==> config.mk <==
export PLATFORM = sky130hd
export DESIGN_NAME = vm_operand_agen
export DESIGN_NICKNAME = d
export VERILOG_FILES = /design/src/rtl/vmag_pkg.sv /design/src/rtl/vmag_fwd.sv /design/src/rtl/vmag_addr.sv /design/src/rtl/vmag_bsel.sv /design/src/rtl/vm_operand_agen.sv
export SDC_FILE = /design/constraint.sdc
export NUM_CORES = 1
export LEC_CHECK = 0
export BUFFER_PORTS_ARGS = -buffer_cell sky130_fd_sc_hd__buf_4
export CAP_MARGIN = 20
export CORE_AREA = 2 2 184 186
export DETAILED_ROUTE_END_ITERATION = 7
export DIE_AREA = 0 0 186 188
export PLACE_DENSITY = 0.67
export SYNTH_ARGS = -nofsm -noshare
export SYNTH_HDL_FRONTEND = slang
export SYNTH_HIERARCHICAL = 1
export SYNTH_SLANG_ARGS = --single-unit
export TNS_END_PERCENT = 100
==> constraint.sdc <==
create_clock -name clk -period 2.7 [get_ports clk]
set_input_delay 0.135 -clock clk [delete_from_list [all_inputs] [get_ports clk]]
set_output_delay 0.135 -clock clk [all_outputs]
set_load 0.01 [all_outputs]
==> src/rtl/vmag_pkg.sv <==
package vmag_pkg;

    localparam int XLEN  = 64;
    localparam int IDX_W = 3;
    localparam int LOC_W = 3;

    typedef logic [XLEN-1:0]  word_t;
    typedef logic [IDX_W-1:0] ridx_t;
    typedef logic [LOC_W-1:0] loc_t;

    // Region a location code maps onto
    typedef enum logic [1:0] {
        REGION_NONE  = 2'd0,
        REGION_SMALL = 2'd1,
        REGION_FULL  = 2'd2
    } region_e;

    // B location codes at or above this value pick an immediate
    localparam loc_t B_IMM_FIRST = 3'd6;

    // Pending register writeback, also used as the forwarding source
    typedef struct packed {
        logic  en;
        ridx_t idx;
        word_t data;
    } wback_t;

    function automatic region_e region_of(loc_t loc);
        region_e r;
        if (loc == 3'd0)       r = REGION_FULL;
        else if (loc <= 3'd3)  r = REGION_SMALL;
        else                   r = REGION_NONE;
        return r;
    endfunction

    function automatic word_t sext32(logic [31:0] v);
        return {{32{v[31]}}, v};
    endfunction

endpackage

==> src/rtl/vmag_fwd.sv <==
module vmag_fwd
    import vmag_pkg::*;
(
    input  ridx_t  idx,
    input  word_t  rf_data,
    input  wback_t wb,
    output word_t  data
);
    // Pending writeback wins over the not-yet-updated register file
    always_comb begin
        if (wb.en && (wb.idx == idx)) data = wb.data;
        else                          data = rf_data;
    end
endmodule

==> src/rtl/vmag_addr.sv <==
module vmag_addr
    import vmag_pkg::*;
#(
    parameter  int FULL_WORDS  = 32768,
    parameter  int SMALL_WORDS = 2048,
    localparam int AW          = $clog2(FULL_WORDS) + 3
) (
    input  loc_t            loc,
    input  word_t           key,
    output region_e         region,
    output logic [AW-1:0]   byte_addr
);
    localparam word_t FULL_MASK  = word_t'(FULL_WORDS - 1);
    localparam word_t SMALL_MASK = word_t'(SMALL_WORDS - 1);

    word_t mask;
    word_t word_idx;

    always_comb begin
        region = region_of(loc);
        case (region)
            REGION_FULL:  mask = FULL_MASK;
            REGION_SMALL: mask = SMALL_MASK;
            default:      mask = '0;
        endcase
        word_idx  = key & mask;
        byte_addr = AW'(word_idx << 3);
    end
endmodule

==> src/rtl/vmag_bsel.sv <==
module vmag_bsel
    import vmag_pkg::*;
(
    input  loc_t        b_loc,
    input  logic        b_shift,
    input  word_t       reg_val,
    input  logic [7:0]  imm8,
    input  logic [31:0] imm32,
    output word_t       b_val
);
    always_comb begin
        if (b_loc >= B_IMM_FIRST) begin
            if (b_shift) b_val = {{(XLEN-8){1'b0}}, imm8};
            else         b_val = sext32(imm32);
        end else begin
            b_val = reg_val;
        end
    end
endmodule

==> src/rtl/vm_operand_agen.sv <==
module vm_operand_agen
    import vmag_pkg::*;
#(
    parameter  int FULL_WORDS  = 32768,
    parameter  int SMALL_WORDS = 2048,
    localparam int AW          = $clog2(FULL_WORDS) + 3
) (
    input  logic          clk,
    input  logic          rst,
    input  logic          in_valid,
    input  logic [2:0]    a_reg,
    input  logic [2:0]    a_loc,
    input  logic [2:0]    b_reg,
    input  logic [2:0]    b_loc,
    input  logic [2:0]    c_reg,
    input  logic [2:0]    c_loc,
    input  logic          b_shift,
    input  logic [7:0]    imm8,
    input  logic [31:0]   a_mask,
    input  logic [31:0]   imm32,
    output logic [2:0]    rf_a_idx,
    input  logic [63:0]   rf_a_data,
    output logic [2:0]    rf_b_idx,
    input  logic [63:0]   rf_b_data,
    output logic [2:0]    rf_c_idx,
    input  logic [63:0]   rf_c_data,
    output logic          out_valid,
    output logic [1:0]    rd_sel,
    output logic [AW-1:0] rd_addr,
    output logic [1:0]    wr_sel,
    output logic [AW-1:0] wr_addr,
    output logic [63:0]   b_val,
    output logic          wb_en,
    output logic [2:0]    wb_idx,
    output logic [63:0]   wb_data
);
    localparam int NPORT = 3;
    localparam int P_A = 0;
    localparam int P_B = 1;
    localparam int P_C = 2;

    // Registered state
    logic          valid_q;
    region_e       rd_sel_q, wr_sel_q;
    logic [AW-1:0] rd_addr_q, wr_addr_q;
    word_t         b_val_q;
    wback_t        wb_q;

    // Read ports with forwarding from the pending writeback
    ridx_t port_idx  [NPORT];
    word_t port_data [NPORT];
    word_t fwd_data  [NPORT];

    assign port_idx[P_A]  = a_reg;
    assign port_idx[P_B]  = b_reg;
    assign port_idx[P_C]  = c_reg;
    assign port_data[P_A] = rf_a_data;
    assign port_data[P_B] = rf_b_data;
    assign port_data[P_C] = rf_c_data;

    assign rf_a_idx = port_idx[P_A];
    assign rf_b_idx = port_idx[P_B];
    assign rf_c_idx = port_idx[P_C];

    for (genvar p = 0; p < NPORT; p++) begin : g_port
        vmag_fwd u_fwd (
            .idx     (port_idx[p]),
            .rf_data (port_data[p]),
            .wb      (wb_q),
            .data    (fwd_data[p])
        );
    end

    // Operand A: register flipped by the sign-extended mask
    word_t a_new;
    assign a_new = fwd_data[P_A] ^ sext32(a_mask);

    // Operand B sees the A update; operand C does not
    word_t b_reg_val;
    assign b_reg_val = (b_reg == a_reg) ? a_new : fwd_data[P_B];

    word_t c_key;
    assign c_key = {32'h0, imm32} ^ fwd_data[P_C];

    region_e       rd_sel_d, wr_sel_d;
    logic [AW-1:0] rd_addr_d, wr_addr_d;
    word_t         b_val_d;

    vmag_addr #(.FULL_WORDS(FULL_WORDS), .SMALL_WORDS(SMALL_WORDS)) u_rd_addr (
        .loc       (a_loc),
        .key       (a_new),
        .region    (rd_sel_d),
        .byte_addr (rd_addr_d)
    );

    vmag_addr #(.FULL_WORDS(FULL_WORDS), .SMALL_WORDS(SMALL_WORDS)) u_wr_addr (
        .loc       (c_loc),
        .key       (c_key),
        .region    (wr_sel_d),
        .byte_addr (wr_addr_d)
    );

    vmag_bsel u_bsel (
        .b_loc   (b_loc),
        .b_shift (b_shift),
        .reg_val (b_reg_val),
        .imm8    (imm8),
        .imm32   (imm32),
        .b_val   (b_val_d)
    );

    always_ff @(posedge clk) begin
        if (rst) begin
            valid_q   <= 1'b0;
            rd_sel_q  <= REGION_NONE;
            wr_sel_q  <= REGION_NONE;
            rd_addr_q <= '0;
            wr_addr_q <= '0;
            b_val_q   <= '0;
            wb_q      <= '0;
        end else begin
            valid_q <= in_valid;
            wb_q.en <= in_valid;
            if (in_valid) begin
                rd_sel_q   <= rd_sel_d;
                wr_sel_q   <= wr_sel_d;
                rd_addr_q  <= rd_addr_d;
                wr_addr_q  <= wr_addr_d;
                b_val_q    <= b_val_d;
                wb_q.idx   <= a_reg;
                wb_q.data  <= a_new;
            end
        end
    end

    assign out_valid = valid_q;
    assign rd_sel    = rd_sel_q;
    assign wr_sel    = wr_sel_q;
    assign rd_addr   = rd_addr_q;
    assign wr_addr   = wr_addr_q;
    assign b_val     = b_val_q;
    assign wb_en     = wb_q.en;
    assign wb_idx    = wb_q.idx;
    assign wb_data   = wb_q.data;

    // Assertions
    AST_VALID_FOLLOWS: assert property (@(posedge clk) disable iff (rst)
        !$past(rst) |-> (out_valid == $past(in_valid)));

    AST_WB_INDEX_IS_A: assert property (@(posedge clk) disable iff (rst)
        (!$past(rst) && out_valid) |-> (wb_en && wb_idx == $past(a_reg)));

    AST_RD_ALIGNED: assert property (@(posedge clk) disable iff (rst)
        rd_addr[2:0] == 3'b000);

    AST_RD_NONE_ZERO: assert property (@(posedge clk) disable iff (rst)
        (rd_sel == 2'd0) |-> (rd_addr == '0));

    AST_WR_SMALL_BOUND: assert property (@(posedge clk) disable iff (rst)
        (wr_sel == 2'd1) |-> (int'(wr_addr) < SMALL_WORDS * 8));

    AST_B_IMM_SEXT: assert property (@(posedge clk) disable iff (rst)
        (in_valid && b_loc >= B_IMM_FIRST && !b_shift) |=> (b_val == sext32($past(imm32))));

    AST_IDLE_HOLD: assert property (@(posedge clk) disable iff (rst)
        !in_valid |=> ($stable(rd_addr) && $stable(wr_addr) && $stable(b_val) && $stable(wb_data)));

endmodule

# == After elaboration in Yosys (flattened, before gate mapping) ==
# Index checks and enable logic that the tools add are counted.
# totals
regBits,166
elab_cells,40
output_inout_bits,182
input_bits,286
# classes
reduce_logical,5
mux,12
order_cmp,3
eq_ne,8
bitwise_logic,4
# ops
cell,n
64-bit 2-to-1 mux,5
64-bit XOR,1
15-bit one-hot mux with 2 select lines,2
15-bit AND,2
15-bit 2-to-1 mux,1
15-bit XOR,1
3-bit == test,4
"3-bit by 2-bit less-or-equal comparator with 1-bit output, second input constant",2
3-bit zero test,2
"2-bit by 1-bit == test with 1-bit output, second input constant",2
"2-bit == test, second input constant",2
2-bit 2-to-1 mux,2
"3-bit >= comparator, second input constant",1
1-bit logical AND,3
1-bit 2-to-1 mux,2

# == Longest topological paths before layout ==
# Gate-level depths: netlist of the first run.
# depth
ltp_word,6
ltp_mapped,10
depth_no_buf,9

# == Modules after synthesis ==
# Netlist of the first run, hierarchy kept.
# by_module_without_submodules
module,seq_area_each_um2,cells_per_inst,area_each_um2,n_inst
vm_operand_agen,3443.3,737,7734.9,1
vmag_fwd,0.0,74,845.8,3
vmag_bsel,0.0,150,948.4,1
vmag_addr,0.0,22,183.9,2

# == Least setup slack after synthesis of the first run ==
# OpenSTA, ideal clock, no wires.
# synth_timing
path_kind,reg2reg
from,reg wb_q (netlist bit wb_idx[1])
to,reg b_val_q[10] (netlist: b_val[10])
path_stages_with_launch,11
setup_ps,128
period_less_slack_ps,2228
required_time_ps,2572
slack_ps,472
arrival_ps,2101
n_path_buf,1
cell_sequence,dfxtp_1 xnor2_1 nand4_4 clkbuf_8 mux2_4 xor2_1 mux2_1 inv_1 o21ai_0 mux2i_1 nor2_1
# synth_lines
element,line,rtl
start: declaration,vm_operand_agen.sv:47,wback_t wb_q;
end signal: assignment,vm_operand_agen.sv:129,b_val_q <= b_val_d;
end: declaration,vm_operand_agen.sv:46,word_t b_val_q;

==> summary.md, run 1 <==
| Metric | Value |
|---|---|
| DPL Wire Length | `between 20 and 25 mm` |
| Crit path launch type | `flip-flop` |
| Initial antenna violation count | `1` |
| Overflow after GRT | `0` |
| Per-cell routed wire length | `approximately 18 µm` |
| RD Place Congestion | `a little over 0.8` |
| Met3 routed WL | `between 1.5 and 2 mm` |
| Max-cap violation count | `0` |
| DR DRC count | `0` |
| Tightest Pin Transition | `between 0.6 and 0.7 ns` |
| Buffers on Ports | `between 400 and 500` |
| Worst endpoint data arrival time | `around 2.7 ns` |
| CTS tree | `yes` |
| CORE AREA | `33110 µm²` |
| H-tree depth | `4` |
| VDD IR max | `about 380 µV` |
| RSZ-0062 raised after global routing | `no` |
| Fin crit share | `between 80% and 90%` |
| CP delay by family, top | `multiplexers` |
| Max Root-Sink Buffers | `2` |
| DR vias/cell | `between 4 and 5` |
| Crit path cell chain | `xnor2_1, nand4_4, buf_12, mux2_2, xor2_1, mux2_2, inv_1, o21ai_0, mux2i_1, nor2_1` |
| Layout net count | `roughly 1700` |
| Vias | `9116` |
| Diodes inserted | `0` |
| P per Cell Area | `just under 500 nW/µm²` |
| CP Depth | `10` |
| Depth of the worst register-to-register path | `10` |
| Initial Util | `32.77%` |
| First-pass GRT wire length | `roughly 52 mm` |
| Starting DRT DRC Count | `between 300 and 400` |
| Fin util | `44.63%` |
| HP Class | `in -> reg` |
| Ys Warns | `6` |
| WL final | `34.37 mm` |
| Setup TNS | `0 ns` |
| Top routing layer in use | `met5` |
| Setup violators final | `0` |
| TritonCTS Sinks | `~170` |
| Final Hold Fails | `0` |
| Pre-antenna DRT Iters | `4` |
| Post-route ant nets | `0` |
| Layout area overhead | `36.21%` |
| Die width | `around 190 µm` |
| Synthesized instance count | `1083` |
| Die H | `approximately 190 µm` |
| Layout cells sized above 1 | `between 40% and 50%` |
| Tot Pwr | `around 7.2 mW` |
| Syn Area/Cell | `between 10 and 15 µm²` |
| CTS clk-pin slew, worst paths | `approximately 0.07 ns` |
| Crit Reg-Reg Endpoint | `b_val[27]$_SDFFE_PP0P_` |
| Clock skew | `about 0.015 ns` |
| Post-CTS setup repair buffer count | `0` |
| Buf+Inv Stages, Crit Path | `2` |
| Crit path time final | `about 2.4 ns` |
| CP max stage cell | `dfxtp_1` |
| Pin count of the biggest net entering global routing | `65` |
| Worst path most repeated cell | `mux2_2` |
| Worst setup path class | `reg -> reg` |
| Number of I/O pins | `between 400 and 500` |
| Worst r2r src | `wb_idx[0]$_SDFFE_PP0P_` |
| Vias in the first global route | `between 9000 and 10000` |
| Die area | `about 35000 µm²` |
| Routed wl met2 | `about 17 mm` |
| Setup crit end | `b_val[27]$_SDFFE_PP0P_` |
| Crit path capture type | `flip-flop` |
| Post-synth design cell area | `~11000 µm²` |
| Relative slew margins | `58.77%` |
| M1 WL | `between 10 and 15 mm` |
| Max incr delay on CP | `between 0.4 and 0.5 ns` |
| Final Max Slew Viols | `0` |
| Site Rows | `67` |
| Status | `finished clean` |
| Worst Hold Launch | `a_mask[16]` |
| Crit. Startpoint | `wb_idx[0]$_SDFFE_PP0P_` |
| GRT Util Overall | `19.38%` |
| Skew-Pair Late Insertion Delay | `0.45 ns` |
| Number of buffers created by CTS | `17` |
| Leak | `about 7 nW` |
| Root buffer cell | `clkbuf_16` |
| Fmax | `a little over 0.4 GHz` |
| Worst-path maximum fanout | `47` |
| Final hold slack | `approximately 0.067 ns` |
| Crit path required time | `~3 ns` |
| Reg2Reg Setup Slack | `0.29 ns` |
## report_power, final
group / switching, mW / internal (mW) / total (mW)
Sequential: 0.144 / 2.72 / 2.86
Clock: 1.13 / 1.30 / 2.43
Combinational: 0.843 / 1.03 / 1.88
Total: 2.12 / 5.05 / 7.17
## what timing repair did
action | 4_1_cts | 5_1_grt
hold buffers | 3 | 0
endpoints found under the hold margin | 3 | 0
resized for setup | 0 | 0
## worst min path at each step
stage,to,cells past startpoint,slack [ns]
floorplan,wb_idx[2]$_SDFFE_PP0P_,2,0.28
global placement,wb_idx[2]$_SDFFE_PP0P_,3,0.42
detailed placement,wb_idx[2]$_SDFFE_PP0P_,3,0.42
CTS,wb_data[16]$_SDFFE_PP0P_,4,0.03
global route,wb_data[21]$_SDFFE_PP0P_,4,0.07
finish,wb_data[16]$_SDFFE_PP0P_,4,0.07
## placed cells by master (no fill, tap or decap)
cell type      count
dlygate4sd3_1      3
dfxtp_1          172
bufinv_16          1
buf_12            10
nand4b_1          23
nand4_4            3
a21oi_1           16
inv_6              4
mux2i_1          179
nor3_4             1
nand2_1            1
clkbuf_1           1
and2_1             1
o21ba_2            2
clkinv_2           4
mux2_2           185
a21o_1            33
buf_8              1
and2b_2           22
xnor2_1            9
clkbuf_16         17
inv_1             23
clkinvlp_4         4
o21ai_0           23
buf_4            428
and4b_1            1
mux2_4            12
nor2_1           171
mux2_1            10
nor3_1             2
xor2_1            82
nor2b_1            1
conb_1             6
clkbuf_8           1
nor4b_1            8
## worst reg2reg max path: cells and delay by family, from the launching register on
| family | cells | cell delay (ns) |
|---|---|---|
| mux | 3 | 0.91 |
| flops | 1 | 0.46 |
| buf+inv | 2 | 0.34 |
| xor+xnor | 2 | 0.29 |
| simple gates | 2 | 0.18 |
| compound gates | 1 | 0.10 |
## area by class of cell
type                       instances  area [µm²]
sequential                       172        3443
clock inverter                    13       115.1
tap                              448       560.5
fill                            3180       18330
multi-input combinational        791        6673
clock buffer                      19       442.9
timing repair buffer             442        3458
inverter                          23       86.33
## through the flow
step                worst slack (ns)  instances  instance area (µm²)
floorplan                     0.4718       1087                10870
global placement              0.3247       1873                14190
detailed placement            0.3312       1873                14190
CTS                           0.3056       1908                14780
global route                  0.1263       1908                14780
finish                        0.2913       1908                14780
## flip-flops by register name, summed over array words and instances, names as in the netlist
register,cells
rd_addr,18
wb_en,1
wr_sel,2
wb_data,64
wr_addr,18
wb_idx,3
rd_sel,2
b_val,64
## routing by layer
layer  up-vias  track usage, %
li1       4429               -
met1      4379           22.99
met2       263           33.71
met3        43           4.545
met4         2           7.147
met5         -               0
(Power assumes the default switching activity.)
==> run 2: changes to the inputs <==
--- a/config.mk
+++ b/config.mk
@@ -10,6 +10,7 @@
 export CORE_AREA = 2 2 184 186
 export DETAILED_ROUTE_END_ITERATION = 7
 export DIE_AREA = 0 0 186 188
+export MAX_ROUTING_LAYER = met4
 export PLACE_DENSITY = 0.67
 export SYNTH_ARGS = -nofsm -noshare
 export SYNTH_HDL_FRONTEND = slang
==> summary.md, run 2 (same netlist as run 1, synthesis figures left out) <==
| Metric | Value |
|---|---|
| Final Hold Fails | `0 (unchanged)` |
| Post-CTS setup repair buffer count | `0 (unchanged)` |
| Max Root-Sink Buffers | `2 (unchanged)` |
| Root buffer cell | `clkbuf_16 (unchanged)` |
| First-pass GRT wire length | `52.32 mm (was 52.34 mm)` |
| Final instance area | `14780 µm² (about the same)` |
| Layout cells sized above 1 | `47.60% (unchanged)` |
| P per Cell Area | `485.2 nW/µm² (about the same)` |
| Post-CTS Hold Buffers | `3 (unchanged)` |
| Crit path required time | `3.01 ns (about the same)` |
| RD Place Congestion | `0.8358 (was 0.8234)` |
| Sequential share of power | `39.9% (about the same)` |
| Tightest Pin Transition | `0.6225 ns (was 0.6185 ns)` |
| Placed Area | `14190 µm² (unchanged)` |
| Starting DRT DRC Count | `351 (was 332)` |
| Number of buffers created by CTS | `17 (unchanged)` |
| Internal power | `5.053 mW (about the same)` |
| Post-route ant nets | `0 (unchanged)` |
| Switching Fraction | `29.55% (was 29.53%)` |
| H-tree depth | `4 (unchanged)` |
| Crit path time final | `2.398 ns (was 2.409 ns)` |
| HP Class | `in -> reg (unchanged)` |
| Number of I/O pins | `468 (unchanged)` |
| Vias in the first global route | `9149 (was 9130)` |
| Commonest cells after routing, fill and taps aside | `buf_4 (428), mux2_2 (185), mux2i_1 (179) (unchanged)` |
| Initial antenna violation count | `1 (unchanged)` |
| CTS tree | `yes (unchanged)` |
| Site Rows | `67 (unchanged)` |
| Worst slack at placement | `0.3312 ns (unchanged)` |
| Setup violators final | `0 (unchanged)` |
| Worst-path maximum fanout | `47 (unchanged)` |
| Worst setup path class | `reg -> reg (unchanged)` |
| Relative slew margins | `58.50% (was 58.77%)` |
| Crit path capture type | `flip-flop (unchanged)` |
| WL final | `34.46 mm (was 34.37 mm)` |
| Die width | `186 µm (unchanged)` |
| Final hold slack | `0.06472 ns (was 0.06731 ns)` |
| Pin count of the biggest net entering global routing | `65 (unchanged)` |
| Fin crit share | `88.81% (was 89.21%)` |
| Filler cells | `3181 (was 3180)` |
| GRT Util Overall | `19.95% (was 19.38%)` |
| CORE AREA | `33110 µm² (unchanged)` |
| Logic pwr share | `26.2% (about the same)` |
| CTS clk-pin slew, worst paths | `0.07 ns (about the same)` |
| Worst endpoint data arrival time | `2.71 ns (was 2.72 ns)` |
| RSZ-0062 raised after global routing | `no (unchanged)` |
| Clock skew | `0.01457 ns (was 0.01465 ns)` |
| Die H | `188 µm (unchanged)` |
| Clock network power share | `33.9% (about the same)` |
| Setup ws final | `0.3022 ns (was 0.2913 ns)` |
| Vias | `9107 (was 9116)` |
| Skew-Pair Late Insertion Delay | `0.45 ns (about the same)` |
| Initial Util | `32.77% (unchanged)` |
| TritonCTS Sinks | `172 (unchanged)` |
| Max-cap violation count | `0 (unchanged)` |
| Setup TNS | `0 ns (unchanged)` |
| Status | `finished clean (unchanged)` |
| Leak | `7.214 nW (about the same)` |
| Commonest non-fill, non-tap cell in the layout | `buf_4 (unchanged)` |
| Per-cell routed wire length | `18.05 µm (was 18.01 µm)` |
| DR DRC count | `0 (unchanged)` |
| DR vias/cell | `4.771 (was 4.778)` |
| Buffers on Ports | `417 (unchanged)` |
| Switching Power | `2.119 mW (was 2.118 mW)` |
| Final Max Slew Viols | `0 (unchanged)` |
| VDD IR max | `385.0 µV (was 383.3 µV)` |
| Crit path launch type | `flip-flop (unchanged)` |
| Layout area overhead | `36.23% (was 36.21%)` |
| DPL Wire Length | `24.38 mm (unchanged)` |
| Post-CTS Resized | `0 (unchanged)` |
| Die area | `34970 µm² (unchanged)` |
| Pre-antenna DRT Iters | `4 (unchanged)` |
| Overflow after GRT | `0 (unchanged)` |
| Tot Pwr | `7.172 mW (was 7.171 mW)` |
| Fmax | `0.4171 GHz (was 0.4152 GHz)` |
| Layout net count | `1733 (unchanged)` |
[run 2: power groups by stage]
stage | sequential [mW] | clock, mW | combinational (mW)
6_report | 2.86 | 2.43 | 1.88
5_1_grt | 2.89 | 2.61 | 2.04
4_1_cts | 2.86 | 2.49 | 1.90
3_5_place_dp | 2.92 | 0 | 1.88
3_3_place_gp | 2.91 | 0 | 1.87
2_1_floorplan | 2.98 | 0 | 1.02
[run 2: worst paths after layout]
kind / from / end / slack (ns) / cells after the start
hold reg to reg: b_val[11]$_SDFFE_PP0P_ / b_val[11]$_SDFFE_PP0P_ / 0.49 / 2
setup / recovery: wb_idx[0]$_SDFFE_PP0P_ / b_val[27]$_SDFFE_PP0P_ / 0.30 / 10
setup reg to reg: wb_idx[0]$_SDFFE_PP0P_ / b_val[27]$_SDFFE_PP0P_ / 0.30 / 10
hold / removal: a_mask[16] / wb_data[16]$_SDFFE_PP0P_ / 0.06 / 4
[run 2: final cells by class]
cell class	count	area, µm²	area share, %
inverters	23	86.33	0.5841
well taps	448	560.5	3.792
repair buffers	442	3458	23.40
diodes	1	2.502	0.01693
clock inverters	13	115.1	0.7787
clock buffers	19	442.9	2.996
flip-flops and latches	172	3443	23.29
multi-input cells	791	6673	45.14
[run 2: routing by layer]
metal | up-vias | share of wire (%) | track usage [%]
li1 | 4442 | - | -
met2 | 282 | 50 | 33.60
met1 | 4341 | 42 | 23.23
met4 | 0 | 2.2 | 7.147
met3 | 42 | 5.5 | 4.292
met5 | - | 0 | -
[run 2: critical path, stage by stage (launching register included)]
cell	delay [ns]
dfxtp_1	0.46
xnor2_1	0.14
nand4_4	0.13
buf_12	0.25
mux2_2	0.39
xor2_1	0.15
mux2_2	0.27
inv_1	0.10
o21ai_0	0.10
mux2i_1	0.15
nor2_1	0.05
[run 2: metrics by stage]
step           utilization [%]  instances
6_report                 44.64       1909
5_1_grt                  44.64       1909
4_1_cts                  44.63       1908
3_5_place_dp             42.86       1873
3_3_place_gp             42.86       1873
2_1_floorplan                -       1087
==> run 3: changes to the inputs <==
--- a/config.mk
+++ b/config.mk
@@ -8,6 +8,7 @@
 export BUFFER_PORTS_ARGS = -buffer_cell sky130_fd_sc_hd__buf_4
 export CAP_MARGIN = 20
 export CORE_AREA = 2 2 184 186
+export CTS_BUF_LIST = sky130_fd_sc_hd__clkbuf_8 sky130_fd_sc_hd__clkbuf_16
 export DETAILED_ROUTE_END_ITERATION = 7
 export DIE_AREA = 0 0 186 188
 export MAX_ROUTING_LAYER = met4
==> summary.md, run 3 (same netlist as run 1, synthesis figures left out) <==
| Metric | Value |
|---|---|
| Number of I/O pins | `468 (unchanged)` |
| Crit Reg-Reg Endpoint | `b_val[27]$_SDFFE_PP0P_ (unchanged)` |
| Pre-antenna DRT Iters | `4 (unchanged)` |
| Final Max Slew Viols | `0 (unchanged)` |
| Tightest Pin Transition | `0.6192 ns (was 0.6225 ns)` |
| Worst-path maximum fanout | `47 (unchanged)` |
| DR DRC count | `0 (unchanged)` |
| Fin crit share | `88.91% (was 88.81%)` |
| DPL Wire Length | `24.38 mm (unchanged)` |
| RD Place Congestion | `0.8358 (unchanged)` |
| Crit path time final | `2.400 ns (was 2.398 ns)` |
| Crit. Startpoint | `wb_idx[0]$_SDFFE_PP0P_ (unchanged)` |
| Worst path most repeated cell | `mux2_2 (unchanged)` |
| CORE AREA | `33110 µm² (unchanged)` |
| CP delay by family, top | `multiplexers (unchanged)` |
| HP Class | `in -> reg (unchanged)` |
| Max-cap violation count | `0 (unchanged)` |
| Die area | `34970 µm² (unchanged)` |
| First-pass GRT wire length | `52.31 mm (was 52.32 mm)` |
| Final Hold Fails | `0 (unchanged)` |
| Reg2Reg Setup Slack | `0.30 ns (about the same)` |
| GRT Util Overall | `19.95% (unchanged)` |
| Fin util | `44.64% (unchanged)` |
| Leak | `7.218 nW (was 7.214 nW)` |
| Vias | `9120 (was 9107)` |
| Site Rows | `67 (unchanged)` |
| CP max stage cell | `dfxtp_1 (unchanged)` |
| Initial antenna violation count | `1 (unchanged)` |
| Cell depth of the worst min-delay path | `4 (unchanged)` |
| Worst endpoint data arrival time | `2.71 ns (about the same)` |
| Worst Hold Launch | `a_mask[16] (unchanged)` |
| Worst slack at placement | `0.3312 ns (unchanged)` |
| Setup TNS | `0 ns (unchanged)` |
| Buf+Inv Stages, Crit Path | `2 (unchanged)` |
| Setup ws final | `0.2996 ns (was 0.3022 ns)` |
| Max incr delay on CP | `0.46 ns (about the same)` |
| Worst Hold End | `wb_data[16]$_SDFFE_PP0P_ (unchanged)` |
| Root buffer cell | `clkbuf_16 (unchanged)` |
| Depth of the worst register-to-register path | `10 (unchanged)` |
| Layout net count | `1733 (unchanged)` |
| Crit path required time | `3.01 ns (about the same)` |
| P per Cell Area | `484.8 nW/µm² (was 485.2 nW/µm²)` |
| Max Root-Sink Buffers | `2 (unchanged)` |
| Layout cells sized above 1 | `47.60% (unchanged)` |
| H-tree depth | `4 (unchanged)` |
| CTS tree | `yes (unchanged)` |
| Skew-Pair Late Insertion Delay | `0.45 ns (about the same)` |
| VDD IR max | `382.3 µV (was 385.0 µV)` |
| Worst setup path class | `reg -> reg (unchanged)` |
| TritonCTS Sinks | `172 (unchanged)` |
| Status | `finished clean (unchanged)` |
| Per-cell routed wire length | `18.01 µm (was 18.05 µm)` |
| WL final | `34.38 mm (was 34.46 mm)` |
| Clock skew | `0.01444 ns (was 0.01457 ns)` |
| Initial Util | `32.77% (unchanged)` |
| Layout area overhead | `36.23% (unchanged)` |
| Crit path cell chain | `xnor2_1, nand4_4, buf_12, mux2_2, xor2_1, mux2_2, inv_1, o21ai_0, mux2i_1, nor2_1 (unchanged)` |
| Starting DRT DRC Count | `332 (was 351)` |
| Setup violators final | `0 (unchanged)` |
| Vias in the first global route | `9153 (was 9149)` |
| Overflow after GRT | `0 (unchanged)` |
| CTS clk-pin slew, worst paths | `0.07 ns (about the same)` |
| Crit path launch type | `flip-flop (unchanged)` |
| Fmax | `0.4166 GHz (was 0.4171 GHz)` |
| Worst r2r src | `wb_idx[0]$_SDFFE_PP0P_ (unchanged)` |
| CP Depth | `10 (unchanged)` |
| Commonest non-fill, non-tap cell in the layout | `buf_4 (unchanged)` |
| Post-route ant nets | `0 (unchanged)` |
| Die width | `186 µm (unchanged)` |
| Crit path capture type | `flip-flop (unchanged)` |
| Relative slew margins | `58.72% (was 58.50%)` |
| Buffers on Ports | `417 (unchanged)` |
| Number of buffers created by CTS | `17 (unchanged)` |
| Filler cells | `3181 (unchanged)` |
| DR vias/cell | `4.777 (was 4.771)` |
| Die H | `188 µm (unchanged)` |
| RSZ-0062 raised after global routing | `no (unchanged)` |
| Tot Pwr | `7.167 mW (was 7.172 mW)` |
| Pin count of the biggest net entering global routing | `65 (unchanged)` |
| Commonest cells after routing, fill and taps aside | `buf_4 (428), mux2_2 (185), mux2i_1 (179) (unchanged)` |
-- run 3: metal layers --
layer  vias up  wire length (µm)  global-route usage (%)
met1      4364             14430                   23.21
met3        38              1891                   4.292
met2       275             17320                   33.61
met5         -                 0                       -
met4         0               731                   7.147
li1       4443                 -                       -
-- run 3: tightest hold or removal path: stages --
cell     delay (ns)
buf_4          0.08
xor2_1         0.07
mux2i_1        0.13
nor2_1         0.05
-- run 3: final cells by class --
| cell class | count | area (µm²) | area share [%] |
|---|---|---|---|
| Timing Repair Buffer | 442 | 3458 | 23.40 |
| Inverter | 23 | 86.33 | 0.5841 |
| Multi-Input combinational cell | 791 | 6673 | 45.14 |
| Tap cell | 448 | 560.5 | 3.792 |
| Antenna cell | 1 | 2.502 | 0.01693 |
| Sequential cell | 172 | 3443 | 23.29 |
| Clock inverter | 14 | 118.9 | 0.8041 |
| Clock buffer | 18 | 439.2 | 2.971 |
-- run 3: worst max-delay path by stage --
| stage | end |
|---|---|
| global route | b_val[13]$_SDFFE_PP0P_ |
| CTS | b_val[13]$_SDFFE_PP0P_ |
| global placement | b_val[25]$_SDFFE_PP0P_ |
| detailed placement | b_val[6]$_SDFFE_PP0P_ |
| floorplan | b_val[10]$_SDFFE_PP0P_ |
| finish | b_val[27]$_SDFFE_PP0P_ |
-- run 3: repair_timing --
action,in CTS,in global routing
hold endpoints to repair,3,0
hold buffers,3,0
gates resized for setup,0,0
setup buffers,0,0
-- run 3: report_power, final --
| part | internal [mW] | switching (mW) | leakage [nW] | total [mW] |
|---|---|---|---|---|
| registers | 2.72 | 0.143 | 1.42 | 2.86 |
| clock network | 1.30 | 1.13 | 0.271 | 2.43 |
| logic | 1.03 | 0.842 | 5.53 | 1.88 |
-- run 3: per-stage QoR --
stage | instance area, µm² | instances | hold WS [ns]
6_report | 14780 | 1909 | 0.06513
5_1_grt | 14780 | 1909 | 0.06361
3_5_place_dp | 14190 | 1873 | 0.4243
2_1_floorplan | 10870 | 1087 | 0.2822
4_1_cts | 14780 | 1908 | 0.03303
3_3_place_gp | 14190 | 1873 | 0.4205
